$ cat config.mk
export PLATFORM = sky130hd
export DESIGN_NAME = gpio_irq_gen
export DESIGN_NICKNAME = d
export VERILOG_FILES = /design/src/rtl/gpio_irq_pkg.sv /design/src/rtl/gpio_irq_cfg.sv /design/src/rtl/gpio_irq_chan.sv /design/src/rtl/gpio_irq_merge.sv /design/src/rtl/gpio_irq_gen.sv
export SDC_FILE = /design/constraint.sdc
export NUM_CORES = 1
export LEC_CHECK = 0
export BUFFER_PORTS_ARGS = -buffer_cell sky130_fd_sc_hd__buf_2
export CORE_MARGIN = 2
export CORE_UTILIZATION = 30
export CTS_BUF_LIST = sky130_fd_sc_hd__clkbuf_16
export DETAILED_ROUTE_END_ITERATION = 12
export GPL_TIMING_DRIVEN = 0
export PLACE_DENSITY_LB_ADDON = 0.15
export SYNTH_ARGS = -nofsm -noshare
export SYNTH_HDL_FRONTEND = slang
export SYNTH_SLANG_ARGS = --single-unit
$ cat constraint.sdc
create_clock -name clk -period 1.4 [get_ports clk]
set_input_delay 0.07 -clock clk [delete_from_list [all_inputs] [get_ports clk]]
set_output_delay 0.07 -clock clk [all_outputs]
set_load 0.01 [all_outputs]
$ cat src/rtl/gpio_irq_pkg.sv
`timescale 1ns/1ps
package gpio_irq_pkg;

   localparam int MODE_BITS = 3;

   typedef enum logic [2:0] {
      TRIG_NONE,
      TRIG_LOW,
      TRIG_HIGH,
      TRIG_FALL,
      TRIG_RISE,
      TRIG_ANY
   } trig_e;

   // Code-to-trigger decode; 0/1 alias to off, 6/7 alias to any edge.
   function automatic trig_e decode_trig(input logic [MODE_BITS-1:0] code);
      trig_e t;
      case (code)
         3'd2:          t = TRIG_LOW;
         3'd3:          t = TRIG_HIGH;
         3'd4:          t = TRIG_FALL;
         3'd5:          t = TRIG_RISE;
         3'd6, 3'd7:    t = TRIG_ANY;
         default:       t = TRIG_NONE;
      endcase
      return t;
   endfunction

   function automatic logic is_edge_trig(input trig_e t);
      return (t == TRIG_FALL) || (t == TRIG_RISE) || (t == TRIG_ANY);
   endfunction

endpackage

$ cat src/rtl/gpio_irq_cfg.sv
`timescale 1ns/1ps
module gpio_irq_cfg
   import gpio_irq_pkg::*;
#(
   parameter int NUM_CH = 8,
   parameter int REG_W  = 32
) (
   input  logic                      clk,
   input  logic                      rst_n,
   input  logic                      wr_en,
   input  logic [REG_W-1:0]          wr_data,
   output logic [REG_W-1:0]          rd_data,
   output logic [NUM_CH*MODE_BITS-1:0] codes,
   output logic [NUM_CH-1:0]         code_chg
);
   localparam int USED_W = NUM_CH * MODE_BITS;

   logic [USED_W-1:0] code_q;

   always_ff @(posedge clk or negedge rst_n) begin
      if (!rst_n)     code_q <= '0;
      else if (wr_en) code_q <= wr_data[USED_W-1:0];
   end

   for (genvar n = 0; n < NUM_CH; n++) begin : g_chg
      assign code_chg[n] = wr_en &&
         (wr_data[n*MODE_BITS +: MODE_BITS] != code_q[n*MODE_BITS +: MODE_BITS]);
   end

   assign codes = code_q;

   if (USED_W < REG_W) begin : g_pad
      logic unused_hi;
      assign unused_hi = ^wr_data[REG_W-1:USED_W];
      assign rd_data   = {{(REG_W-USED_W){1'b0}}, code_q};
   end else begin : g_full
      assign rd_data = code_q;
   end
endmodule

$ cat src/rtl/gpio_irq_chan.sv
`timescale 1ns/1ps
module gpio_irq_chan
   import gpio_irq_pkg::*;
(
   input  logic                 clk,
   input  logic                 rst_n,
   input  logic [MODE_BITS-1:0] code,
   input  logic                 code_chg,
   input  logic                 pin_s,
   input  logic                 clr,
   output logic                 status
);
   trig_e trig;
   logic  hist_q;
   logic  rise, fall, hit;
   logic  status_q;

   assign trig = decode_trig(code);
   assign rise = pin_s & ~hist_q;
   assign fall = ~pin_s & hist_q;

   always_comb begin
      case (trig)
         TRIG_FALL: hit = fall;
         TRIG_RISE: hit = rise;
         TRIG_ANY:  hit = rise | fall;
         default:   hit = 1'b0;
      endcase
   end

   // History always follows the sample, so a code change restarts it from
   // the current level and no edge is inferred across the change.
   always_ff @(posedge clk or negedge rst_n) begin
      if (!rst_n) hist_q <= 1'b0;
      else        hist_q <= pin_s;
   end

   always_ff @(posedge clk or negedge rst_n) begin
      if (!rst_n) begin
         status_q <= 1'b0;
      end else if (code_chg) begin
         status_q <= 1'b0;
      end else begin
         case (trig)
            TRIG_LOW:  status_q <= ~pin_s;
            TRIG_HIGH: status_q <= pin_s;
            TRIG_NONE: status_q <= 1'b0;
            default:   status_q <= (status_q & ~clr) | hit;
         endcase
      end
   end

   assign status = status_q;
endmodule

$ cat src/rtl/gpio_irq_merge.sv
`timescale 1ns/1ps
module gpio_irq_merge #(
   parameter int NUM_CH  = 8,
   parameter bit OUT_REG = 1'b1
) (
   input  logic              clk,
   input  logic              rst_n,
   input  logic [NUM_CH-1:0] status,
   output logic              irq
);
   logic any_set;
   assign any_set = |status;

   if (OUT_REG) begin : g_reg
      logic irq_q;
      always_ff @(posedge clk or negedge rst_n) begin
         if (!rst_n) irq_q <= 1'b0;
         else        irq_q <= any_set;
      end
      assign irq = irq_q;
   end else begin : g_comb
      logic unused_clk;
      assign unused_clk = clk ^ rst_n;
      assign irq = any_set;
   end
endmodule

$ cat src/rtl/gpio_irq_gen.sv
`timescale 1ns/1ps
module gpio_irq_gen
   import gpio_irq_pkg::*;
#(
   parameter int NUM_CH  = 8,
   parameter int REG_W   = 32,
   parameter bit IN_REG  = 1'b1,
   parameter bit OUT_REG = 1'b1
) (
   input  logic              clk,
   input  logic              rst_n,
   input  logic              cfg_we,
   input  logic [REG_W-1:0]  cfg_wdata,
   output logic [REG_W-1:0]  cfg_rdata,
   input  logic [NUM_CH-1:0] pin_in,
   input  logic              clr_we,
   input  logic [NUM_CH-1:0] clr_mask,
   output logic [NUM_CH-1:0] irq_status,
   output logic              irq_out
);
   localparam int USED_W = NUM_CH * MODE_BITS;

   if (NUM_CH < 1) begin : g_bad_ch
      $error("gpio_irq_gen: NUM_CH must be at least 1");
   end
   if (USED_W > REG_W) begin : g_bad_w
      $error("gpio_irq_gen: configuration word too narrow for NUM_CH codes");
   end

   logic [USED_W-1:0] codes;
   logic [NUM_CH-1:0] code_chg;
   logic [NUM_CH-1:0] pin_s;
   logic [NUM_CH-1:0] clr_v;

   gpio_irq_cfg #(.NUM_CH(NUM_CH), .REG_W(REG_W)) i_cfg (
      .clk      (clk),
      .rst_n    (rst_n),
      .wr_en    (cfg_we),
      .wr_data  (cfg_wdata),
      .rd_data  (cfg_rdata),
      .codes    (codes),
      .code_chg (code_chg)
   );

   if (IN_REG) begin : g_in_reg
      logic [NUM_CH-1:0] pin_q;
      always_ff @(posedge clk or negedge rst_n) begin
         if (!rst_n) pin_q <= '0;
         else        pin_q <= pin_in;
      end
      assign pin_s = pin_q;
   end else begin : g_in_direct
      assign pin_s = pin_in;
   end

   assign clr_v = clr_we ? clr_mask : '0;

   for (genvar n = 0; n < NUM_CH; n++) begin : g_ch
      gpio_irq_chan i_chan (
         .clk      (clk),
         .rst_n    (rst_n),
         .code     (codes[n*MODE_BITS +: MODE_BITS]),
         .code_chg (code_chg[n]),
         .pin_s    (pin_s[n]),
         .clr      (clr_v[n]),
         .status   (irq_status[n])
      );
   end

   gpio_irq_merge #(.NUM_CH(NUM_CH), .OUT_REG(OUT_REG)) i_merge (
      .clk    (clk),
      .rst_n  (rst_n),
      .status (irq_status),
      .irq    (irq_out)
   );
endmodule

Yosys cells after proc, flatten, opt, wreduce, memory -nomap -nowiden. Cells that the tools add are included.

Output and inout port bits: 41. Bits in read-only memories: 0. Bits of input ports: 52. RAM bits: 0. Register bits: 49. Latch bits: 0. Word-level logic and storage cells: 237. Memories: 0.

$add $sub $neg: 0. Multiply operators: 0. Reduce and logical (&&, ||, !) cells: 25. Order comparisons: 0. Bitwise logic cells: 64. Div/mod/pow operators: 0. Shift operators: 0. Multiplexer cells: 33. Eq/ne operators: 96.

Operators by type and width (count): $eq A3 B3 Y1 const B (48); $pmux W3 S5 (8); $eq A3 B2 Y1 const B (32); $pmux W1 S3 (16); $and A1 B1 Y1 (24); $eq A3 B1 Y1 const B (8); $logic_not A3 Y1 (8); $ne A3 B3 Y1 (8); $not A1 Y1 (24); $or A1 B1 Y1 (16); $reduce_or A2 Y1 (8); $logic_and A1 B1 Y1 (8); $mux W1 (8); $mux W8 (1); $reduce_or A8 Y1 (1).

Longest topological paths before layout.
Depth in word-level cells: 8. Gate-level depth with buffers: 5. Gate-level depth less buffers: 5.

Hierarchy. Synthesis repeated with hierarchy kept, for this count alone.

Cells, all modules: 249. Area, all modules: 2952.8 um^2.

Modules (own cells, without submodules): gpio_irq_cfg (seq. area each 600.6 um^2, area each 1540.2 um^2, times used 1, cells each 117); gpio_irq_chan (seq. area each 50.0 um^2, area each 140.1 um^2, times used 8, cells each 14); gpio_irq_gen (seq. area each 200.2 um^2, area each 250.2 um^2, times used 1, cells each 16); gpio_irq_merge (seq. area each 25.0 um^2, area each 41.3 um^2, times used 1, cells each 4).

Worst setup path after synthesis. No wires, ideal clock.

Kind: reg-to-reg. Start: register g_in_reg.pin_q[2]. End: register g_ch[2].i_chan.status_q. Slack: 0.226 ns. Library setup time: 0.130 ns. Data required time: 1.270 ns. Buffers on the path: 0. Stages on the path, launching flop included: 5. Period minus slack after synthesis: 1.174 ns. Arrival time: 1.044 ns. Cell sequence: dfrtp_1 -> ha_1 -> mux2_1 -> o21ai_1 -> a221oi_2.

Longest elaborated chain between the ends: 7. Elaborated cells on any way between the ends: 8. Classes of those cells: mux (3); bitwise (5).

Ends and longest elaborated chain: start: declaration (line gpio_irq_gen.sv:46) `logic [NUM_CH-1:0] pin_q;`; start signal: assignment (line gpio_irq_gen.sv:49) `else pin_q <= pin_in;`; $not A1 Y1 (line gpio_irq_chan.sv:20, gpio_irq_chan.sv:45); $and A1 B1 Y1 (line gpio_irq_chan.sv:20) `assign fall = ~pin_s & hist_q;`; $or A1 B1 Y1 (line gpio_irq_chan.sv:26) `TRIG_ANY: hit = rise | fall;`; $pmux W1 S3 (line gpio_irq_chan.sv:23) `case (trig)`; $or A1 B1 Y1 (line gpio_irq_chan.sv:48) `default: status_q <= (status_q & ~clr) | hit;`; $pmux W1 S3 * (line gpio_irq_chan.sv:44) `case (trig)`; $mux W1 * (line gpio_irq_chan.sv:41) `end else if (code_chg) begin`; end signal: assignment (line gpio_irq_chan.sv:45) `TRIG_LOW: status_q <= ~pin_s;`; end signal: assignment (line gpio_irq_chan.sv:46) `TRIG_HIGH: status_q <= pin_s;`; end signal: assignment (line gpio_irq_chan.sv:48); end: declaration (line gpio_irq_chan.sv:16) `logic status_q;`.

Mark *: on every way between the ends. The rest lies on a longest branch, timed or not. A chain may end at the register's enable or synchronous reset.

Worst setup path after layout.
Start: register g_in_reg.pin_q[4]. End: register g_ch[4].i_chan.status_q.

Longest elaborated chain between the ends: 7. Elaborated cells on any way between the ends: 8. Classes of those cells: mux (3); bitwise (5).

Ends and longest elaborated chain (line): $not A1 Y1 (gpio_irq_chan.sv:20, gpio_irq_chan.sv:45); $and A1 B1 Y1 (gpio_irq_chan.sv:20); $or A1 B1 Y1 (gpio_irq_chan.sv:26); $pmux W1 S3 (gpio_irq_chan.sv:23); $or A1 B1 Y1 (gpio_irq_chan.sv:48); $pmux W1 S3 * (gpio_irq_chan.sv:44); $mux W1 * (gpio_irq_chan.sv:41); end signal: assignment (gpio_irq_chan.sv:45); end signal: assignment (gpio_irq_chan.sv:46); end signal: assignment (gpio_irq_chan.sv:48); end: declaration (gpio_irq_chan.sv:16).

Marked as above.

==> run_results.csv <==
group,metric,value,unit
outcome,outcome,"finished, violations left",
outcome,violations,"hold timing",
global_routing,grt.overflow.total,0,
logic_synthesis,synth.mux.area_fraction,13.2,%
drt,drtAntennaViolNets,0,
power_and_ir_drop,peakVddDrop,0.447,mV
global_routing,grt.busiest_layer,"met2",
worst_hold_path,min_path_type,"in -> async",
drt,viasPerCell,4.42,
global_routing,use_met3,2.98,%
setup_path,cp.arrival,1.43,ns
logic_synthesis,async_reset_ff_share,100,%
sta,setup_violations,0,
logic_synthesis,synth-adder-area-share,7.45,%
logic_synthesis,synth_compound_area_share,10.1,%
global_routing,grt_pass1_vias,1894,
logic_synthesis,synth_xor_area_share,9.45,%
setup_path,reg2reg_depth,5,
logic_synthesis,ys_seq_elements,49,
setup_path,regToRegStartpoint,"g_in_reg.pin_q[4]",
flow_run,cap_violations,0,
sta,relSlewSlack,25.8,%
logic_synthesis,syn_avg_cell_area,12.1,µm²
sta,setup_tns,0,ns
clock_tree,holdBufCountCts,8,
setup_path,crit_start,"g_in_reg.pin_q[4]",
sta,rsz0062_at_grt,"false",
clock_tree,cts.sinks,49,
logic_synthesis,synthCells,223,
clock_tree,cts_buffers,5,
clock_tree,clockBufferDepth,2,
sta,final.setup_skew,0.0109,ns
global_routing,grt_pass1_wl,9380,µm
sta,hold_ws,-0.0169,ns
clock_tree,root_buffer,"clkbuf_16",
setup_path,end_kind,"flip-flop",
logic_synthesis,synthSimpleGateAreaFrac,6.42,%
drt,drt_pass1_iterations,4,
die,ios,93,
final_layout,num-fill-cells,887,
setup_path,r2r_setup_slack,0.13,ns
die,start_util,30.8,%
setup_path,cp_max_fo,4,
setup_path,crit_type,"reg -> reg",
final_layout,drive_gt1_share,43.6,%
sta,hold_viol_final,6,
die,die_area,0.00974,mm²
logic_synthesis,synth_top_family_by_area,"multiplexers",
die,die_x,98.7,µm
logic_synthesis,ys.flop_type,"dfrtp_1",
power_and_ir_drop,p_sw,1060,µW
power_and_ir_drop,sw_frac_of_total,27.1,%
drt,wire_per_inst,13.2,µm
logic_synthesis,seq_area_frac_synth,45.6,%
sta,worstMarginPinSlew,1.11,ns
setup_path,cp-start-kind,"flip-flop",
placement,post-dp-hpwl,4150,µm
logic_synthesis,synth-edff-count,0,
clock_tree,cts_tree,"yes",
setup_path,reg2reg_to,"g_ch[4].i_chan.status",
global_routing,use_met2,20.4,%
power_and_ir_drop,pwr-share-seq,43.5,%
clock_tree,postCtsSetupBuffers,0,
drt,drt_wl_total,5650,µm
clock_tree,clkLatencyLatePin,0.29,ns
power_and_ir_drop,p_leak,0.00166,µW
power_and_ir_drop,internal_power,2860,µW
sta,fin_crit,1.27,ns
final_layout,antenna_cells,0,
clock_tree,clk_pin_slew,0.07,ns
clock_tree,ctsResizeCount,0,
sta,finalCritPeriodShare,90.6,%
final_layout,syn_to_final_growth,29.3,%
global_routing,use_met1,15.9,%
global_routing,grt_max_degree,50,
drt,first_iter_violations,36,
die,core_region_area,0.00872,mm²
logic_synthesis,ys_warn_count,0,
final_layout,multi_input_area,0.00128,mm²
drt,drc,0,
final_layout,final-seq-area,0.00123,mm²
sta,max_freq,789,MHz
logic_synthesis,synthDistinctLibCells,25,
clock_tree,h-tree-depth,2,
setup_path,cp.required,1.57,ns
global_routing,antenna_found_initial,0,
final_layout,layout.nets,388,
power_and_ir_drop,p_comb_share,21.0,%
die,rows,34,
placement,place_congestion,0.716,
sta,maxSlewViolCount,0,
global_routing,track_usage,12.1,%
die,die_height,98.7,µm
drt,vias,1896,
power_and_ir_drop,power_density,1130,mW/mm²
power_and_ir_drop,clkPwrFrac,35.5,%
logic_synthesis,syn_area,0.00269,mm²
placement,io_buffers,75,
[cell usage after synthesis (4+ instances only)]
cell	number	area (µm²)
dfrtp_1	49	1230
xnor2_1	29	254
mux2_2	24	270
buf_4	19	143
ha_1	16	200
inv_1	16	60.1
nand2b_1	8	50.1
a21bo_2	5	50.1
a21oi_1	5	25.0
a31oi_1	5	31.3
mux2i_1	5	50.1
nor3_2	5	50.1
o2111a_1	5	56.3
nand2_1	4	15.0
[worst max-delay path, stage by stage (launching register included)]
cell      delay, ns
dfrtp_1        0.41
inv_1          0.06
ha_1           0.17
mux2_1         0.28
o21ai_1        0.16
a221oi_2       0.07
[flip-flops by register name (all words and copies together) (netlist names)]
register,flops
g_ch.i_chan.hist_q,8
g_ch.i_chan.status,8
g_in_reg.pin_q,8
i_cfg.codes,24
i_merge.irq,1
[routing by layer]
layer / part of all wire, % / routed length (µm)
met1: 45 / 2570
met2: 49 / 2740
met3: 5.5 / 312
met5: 0 / 0
met4: 0.48 / 27
[power by group through the flow]
stage / Clock (µW) / Combinational [µW] / Sequential, µW
2_1_floorplan: 0 / 503 / 1740
3_3_place_gp: 0 / 818 / 1740
3_5_place_dp: 0 / 828 / 1740
4_1_cts: 1450 / 847 / 1710
5_1_grt: 1500 / 919 / 1740
6_report: 1390 / 826 / 1710
[worst max-delay path by stage]
| stage | endpoint | slack (ns) | cells past startpoint |
|---|---|---|---|
| 2_1_floorplan | g_ch[2].i_chan.status | 0.23 | 4 |
| 3_3_place_gp | g_ch[7].i_chan.status | 0.16 | 5 |
| 6_report | g_ch[4].i_chan.status | 0.13 | 5 |
| 3_5_place_dp | g_ch[4].i_chan.status | 0.14 | 4 |
| 4_1_cts | g_ch[4].i_chan.status | 0.13 | 4 |
| 5_1_grt | g_ch[4].i_chan.status | 0.07 | 5 |
[metrics by stage]
step                power [µW]  util (%)  setup slack [ns]  cells  cell area [µm²]
floorplan                 2240         -             0.226    230             2720
global placement          2550      37.0             0.162    413             3230
detailed placement        2570      37.0             0.139    413             3230
CTS                       4010      39.9             0.128    429             3480
global route              4160      39.9            0.0726    429             3480
finish                    3930      39.9             0.132    429             3480
[placed cells by master, fill, tap and decap left out]
master | netlist | layout
a221oi_2 | 3 | 3
dlygate4sd3_1 | 0 | 8
a21bo_2 | 5 | 5
nor4_1 | 2 | 2
clkbuf_16 | 0 | 5
buf_4 | 19 | 19
nand3_1 | 3 | 3
o2111a_1 | 5 | 5
a31oi_1 | 5 | 5
clkinv_4 | 0 | 1
buf_2 | 0 | 75
nor2b_1 | 3 | 3
xnor2_1 | 29 | 29
mux2_1 | 3 | 3
clkinvlp_4 | 0 | 1
nand2b_1 | 8 | 8
inv_1 | 16 | 16
mux2_2 | 24 | 24
nand2_1 | 4 | 4
inv_2 | 1 | 1
ha_1 | 16 | 16
o221ai_1 | 3 | 3
a21oi_1 | 5 | 5
nor2_1 | 3 | 3
bufinv_16 | 0 | 1
dfrtp_1 | 49 | 49
conb_1 | 1 | 8
mux2i_1 | 5 | 5
nor3_2 | 5 | 5
a21boi_1 | 3 | 3
o21ai_1 | 3 | 3
[cell type report]
type | instances | area share, %
multi-input combinational | 145 | 36.9
sequential | 49 | 35.3
timing repair buffer | 83 | 13.1
buffer | 19 | 4.10
tap | 108 | 3.89
clock buffer | 5 | 3.60
inverter | 17 | 1.84
clock inverter | 3 | 1.33
[kinds of logic (layout without fill, tap and decap cells)]
| logic type | Yosys count | count (layout) |
|---|---|---|
| flops | 49 | 49 |
| buf+inv | 36 | 127 |
| compound gates | 32 | 32 |
| mux | 32 | 32 |
| xor+xnor | 29 | 29 |
| simple gates | 28 | 28 |
| fa+ha+maj | 16 | 16 |
| other cells | 1 | 8 |
(Power assumes the default switching activity.)
